### config.mk
export PLATFORM = sky130hd
export DESIGN_NAME = secdbg_gate
export DESIGN_NICKNAME = d
export VERILOG_FILES = /design/src/rtl/secdbg_gate.sv
export SDC_FILE = /design/constraint.sdc
export NUM_CORES = 1
export LEC_CHECK = 0
export BUFFER_PORTS_ARGS = -buffer_cell sky130_fd_sc_hd__buf_2
export CAP_MARGIN = 30
export CORE_AREA = 5 5 42 44
export DETAILED_ROUTE_END_ITERATION = 12
export DIE_AREA = 0 0 47 49
export PLACE_DENSITY_LB_ADDON = 0.25
export SETUP_SLACK_MARGIN = 0.15
export SLEW_MARGIN = 0
export SYNTH_ARGS = -nofsm -noshare
export SYNTH_HDL_FRONTEND = slang
export SYNTH_SLANG_ARGS = --single-unit
### constraint.sdc
create_clock -name clk -period 1.22 [get_ports clk]
set_input_delay 0.061 -clock clk [delete_from_list [all_inputs] [get_ports clk]]
set_output_delay 0.061 -clock clk [all_outputs]
set_load 0.02 [all_outputs]
### src/rtl/secdbg_gate.sv
module secdbg_gate (
  input  logic       clk,
  input  logic       cold_rst_n,
  input  logic       warm_rst_n,
  input  logic       cfg_secdbg,
  input  logic       cfg_rot_en,
  input  logic       cfg_wp,
  input  logic       cfg_cp,
  input  logic       wr_en,
  input  logic       wr_from_rot,
  input  logic [1:0] wr_data,
  input  logic       erase_done,
  input  logic       jtag_en,
  input  logic       req_valid,
  input  logic [1:0] req_kind,
  input  logic [1:0] req_region,
  output logic       grant,
  output logic       jtag_bscan_only,
  output logic       unlock_status,
  output logic       dbgx_status
);
  localparam logic [1:0] KIND_BSCAN = 2'd3;
  localparam logic [1:0] REG_UPF    = 2'd0;
  localparam logic [1:0] REG_ROT    = 2'd2;

  logic unlock_q, dbgx_q, erased_q;
  logic armed, wr_ok;

  assign armed = cfg_secdbg & cfg_rot_en & cfg_wp;
  assign wr_ok = wr_en & warm_rst_n & (wr_from_rot | dbgx_q);

  always_ff @(posedge clk or negedge cold_rst_n) begin
    if (!cold_rst_n) begin
      unlock_q <= 1'b0;
      dbgx_q   <= 1'b0;
      erased_q <= 1'b0;
    end else begin
      if (!warm_rst_n) dbgx_q <= 1'b0;
      else if (wr_ok) begin
        unlock_q <= wr_data[0];
        dbgx_q   <= wr_data[1];
      end
      if (erase_done) erased_q <= 1'b1;
    end
  end

  always_comb begin
    grant = 1'b0;
    if (req_valid) begin
      if (!armed)                       grant = 1'b1;
      else if (req_kind == KIND_BSCAN)  grant = jtag_en;
      else if (!unlock_q)               grant = 1'b0;
      else if (req_region == REG_ROT)   grant = dbgx_q;
      else if (req_region == REG_UPF)   grant = !cfg_cp || erased_q;
      else                              grant = 1'b1;
    end
  end

  assign jtag_bscan_only = armed & ~unlock_q & jtag_en;
  assign unlock_status   = unlock_q;
  assign dbgx_status     = dbgx_q;

  p_passthru_r1: assert property (@(posedge clk) disable iff (!cold_rst_n)
    (!armed && req_valid) |-> grant);
  p_warm_keeps_unlock_r3: assert property (@(posedge clk) disable iff (!cold_rst_n)
    !warm_rst_n |=> (unlock_status == $past(unlock_status)) && !dbgx_status);
  p_foreign_wr_r4: assert property (@(posedge clk) disable iff (!cold_rst_n)
    (wr_en && !wr_from_rot && !dbgx_status && warm_rst_n) |=> $stable({dbgx_status, unlock_status}));
  p_locked_deny_r5: assert property (@(posedge clk) disable iff (!cold_rst_n)
    (armed && !unlock_status && req_kind != KIND_BSCAN) |-> !grant);
  p_rot_guard_r6: assert property (@(posedge clk) disable iff (!cold_rst_n)
    (armed && !dbgx_status && req_region == REG_ROT && req_kind != KIND_BSCAN) |-> !grant);
  p_cp_erase_r7: assert property (@(posedge clk) disable iff (!cold_rst_n)
    (armed && cfg_cp && !erased_q && req_region == REG_UPF && req_kind != KIND_BSCAN) |-> !grant);
  p_erase_sticky_r8: assert property (@(posedge clk) disable iff (!cold_rst_n)
    erased_q |=> erased_q);
  p_idle_r9: assert property (@(posedge clk) disable iff (!cold_rst_n)
    !req_valid |-> !grant);
endmodule

======== Word-level counts from Yosys, hierarchy flattened ========
Index checks and enable logic that the tools add are counted.
storage, ports and cells
  register bits ........................... 3
  input port bits ......................... 18
  output and inout bits ................... 4
  logic and storage cells ................. 26
operators by class
  equality and inequality tests ........... 3
  mux-type cells .......................... 8
  bitwise gates (word level) .............. 8
  reductions and logical operators ........ 4
operators by type and width
  operator            number
  $mux 1              8
  $and 1x1->1         6
  $eq 2x2->1 const B  2
  $logic_not 2->1     1
  $ne 2x1->1 const B  1
  $reduce_and 2->1    1
  $logic_not 1->1     1
  $logic_or 1x1->1    1
  $not 1->1           1
  $or 1x1->1          1

======== Longest topological paths before layout ========
  word-level depth ........................ 8
  depth in mapped cells ................... 3

======== Worst setup path after synthesis ========
No wires, ideal clock.
  path kind ............................... register to output
  from .................................... register dbgx_q, in the netlist dbgx_status
  to ...................................... output port grant
  data arrival time ....................... 1.066 ns
  data required time ...................... 1.159 ns
  setup slack ............................. 0.093 ns
  cell stages (with the launch flop) ...... 4
  path buffers ............................ 0
  cell sequence ........................... dfrtp_1 or3b_1 nand4_1 a21boi_1
between the ends
  cells in the longest elaborated chain, start to end .. 5
RTL lines
  element                   RTL line  RTL
  start: declaration        26        logic unlock_q, dbgx_q, erased_q;
  start signal: assignment  41        dbgx_q <= wr_data[1];
  $mux 1                    53        else if (req_region == REG_ROT) grant = dbgx_q;
  $mux 1                    52        else if (!unlock_q) grant = 1'b0;
  $mux 1                    51        else if (req_kind == KIND_BSCAN) grant = jtag_en;
  $mux 1                    50        if (!armed) grant = 1'b1;
  $mux 1                    49        if (req_valid) begin
  end: declaration          17        output logic grant,
No other way between the ends.

======== Final worst setup path ========
  from .................................... register erased_q
  to ...................................... output port grant
between the ends
  cells in the longest elaborated chain, start to end .. 7
RTL lines
  element                   RTL line  RTL
  start: declaration        26
  start signal: assignment  36        erased_q <= 1'b0;
  start signal: assignment  43        if (erase_done) erased_q <= 1'b1;
  $logic_or 1x1->1          54        else if (req_region == REG_UPF) grant = !cfg_cp || erased_q;
  $mux 1                    54
  $mux 1                    53
  $mux 1                    52
  $mux 1                    51
  $mux 1                    50
  $mux 1                    49
No other way between the ends.

==> qor.yml <==
fin_area_um2: 358
min_to: "erased_q"
synth_most_common_cell: "dfrtp_1"
r2r_end: "unlock_status"
layout_setup_ws_ps: -211
fmax_ghz: 0.699
worst_path_dominant_cell_family: "simple AND/OR/NAND/NOR gates"
final_hold_viol_count: 0
finalNetCount: 64
area_growth_pct: 107
core_region_area_um2: 1400
dp_hpwl_um: 542
grt_first_pass_wirelength_um: 917
synth-main-ff-cell: "dfrtp_1"
max_stage_delay_ps: 460
grt_max_degree: 5
grt_pass1_vias: 238
crit_chain: "or4b_1, nand4_1, a21boi_2, buf_2"
synth.avg_cell_area_um2: 9.59
htree_num_levels: 1
crit_path_start: "erased_q"
startpoint_type: "flop"
port_buffers: 21
violations: "negative setup slack"
path_max_fanout: 2
postPlaceCellArea_um2: 308
syn_inst: 18
layout_min_cycle_time_ps: 1430
cpMaxStageDelayCell: "or4b_1"
ys_top_cells_by_area: "dfrtp_1 (43%), mux2_2 (6.5%), or4b_1 (5.8%), or3b_1 (5.1%), a21boi_1 (4.3%)"
yosysWarnings: 0
grtUsageTotal_pct: 5.58
min_path_cells: 2
rrSetupSlack_ps: 140
ant_nets: 0
criticalPathCategory: "reg -> out"
gp_congestion: 0.656
drc: 0
crit_arrival_ps: 1370
required_ps: 1160
cts-root-buf: "clkbuf_4"
ir_drop_mv: 0.387
critPathBufInv: 1
drt_iter0_drc: 0
ys_types: 16
leakage_nw: 0.180
rsz0062_at_grt: "yes"
synth_top_area_cell: "dfrtp_1"
slew_viol_final: 0
netlist.area_leader.share_pct: 43.5
num_vias: 238
antenna_found_initial: 0
ys_seq_area_share_pct: 43.5
synth-edff-count: 0
die_height_um: 49
tightestPinTransition_ps: 217
fin_skew_ps: 1.22
drive_above_1_share_pct: 66.7
clock_path_buffers: 2
async_flop_share_pct: 100
min_from: "erase_done"
r2r_start: "dbgx_status"
setup_viol: 1
boundaryPins: 22
dieArea_um2: 2300
fin_util_pct: 25.5
status: "finished with violations"
drt-total-wl_um: 614
finalSetupTns_ps: -211
cts_tree: "done"
final_common_cell: "buf_2"
dr.pass1.iters: 1
synth_nets: 36
clock_latency_ps: 230
die-width_um: 47
max_cap_violations: 0
power_density_nw_per_um2: 1090
ys_seq_elements: 3
cts-buffers-inserted: 3
ff2ff_path_depth: 2
hp-class: "in -> reg"
clock_sinks: 3
critPathCaptureType: "output pin"
mostFrequentLayoutCells: "buf_2 (20), clkbuf_4 (3), dfrtp_1 (2), buf_4 (2)"
rows: 14
start_util_pct: 12.3
slew_headroom_pct: 85.5
routed_via_density: 3.90
syn_area_um2: 173
whs_ps: 18.5
grt_overflow: 0
routedWlPerCell_um: 10.1
power_uw: 391
clkTransAtPathRegs_ps: 40
n_antenna_cell: 0
post-route-period-util_pct: 117
==> worst max-delay path by stage <==
| stage | end | slack (ps) | depth (start not counted) |
|---|---|---|---|
| detailed placement | grant | 10 | 4 |
| finish | grant | -210 | 4 |
| CTS | grant | -240 | 4 |
| floorplan | unlock_status | 140 | 2 |
| global placement | grant | 30 | 4 |
| global route | grant | -260 | 4 |
==> what timing repair did <==
action                                  CTS  global route
pin swaps                                 1             2
setup buffers                             0             1
gates resized for setup                   0             2
hold buffers                              1             0
endpoints found under the hold margin     3             0
endpoints found under the setup margin    2             3
==> worst reg2reg max path, delay by kind of cell (launching register included) <==
family          cells  cell delay [ps]
compound gates      1              230
mux                 1              320
flops               1              410
==> where the power goes <==
part / internal (mW) / switching, mW / total, mW / leakage [nW]
Clock: 0.123 / 0.0514 / 0.174 / 0.0150
Sequential: 0.109 / 0.00934 / 0.118 / 0.0325
Combinational: 0.0558 / 0.0428 / 0.0985 / 0.133
==> registers in the layout, indices dropped and copies added (netlist names) <==
name and flops:
erased_q 1, unlock_status 1, dbgx_status 1
==> metal layers <==
layer	wire length [um]	global-route usage (%)	share of wire (%)	up-vias
met3	139	3.32	23	0
li1	-	-	-	121
met4	0	4.15	0	0
met5	0	0	0	-
met1	253	6.86	41	95
met2	221	6.79	36	22
==> area by class of cell <==
cell class	count	area, um2
Clock buffer	4	26.3
Fill cell	163	1040
Inverter	1	3.75
Timing Repair Buffer	23	125
Multi-Input combinational cell	14	106
Sequential cell	3	76.3
Tap cell	16	20.0
==> kinds of logic (layout without fill, tap and decap cells) <==
logic type / Yosys count / in the layout / synth area share (%)
AND/OR/NAND/NOR: 8 / 8 / 29.7
AO/OA/AOI/OAI: 5 / 5 / 18.1
flip-flops: 3 / 3 / 43.5
multiplexers: 1 / 1 / 6.52
buffers and inverters: 1 / 28 / 2.17
==> metrics by stage <==
| stage | setup slack [ps] | cells |
|---|---|---|
| 6_report | -211 | 61 |
| 5_1_grt | -261 | 61 |
| 4_1_cts | -238 | 60 |
| 3_5_place_dp | 12.2 | 55 |
| 3_3_place_gp | 31.1 | 55 |
| 2_1_floorplan | 142 | 18 |
(Power assumes the default switching activity.)
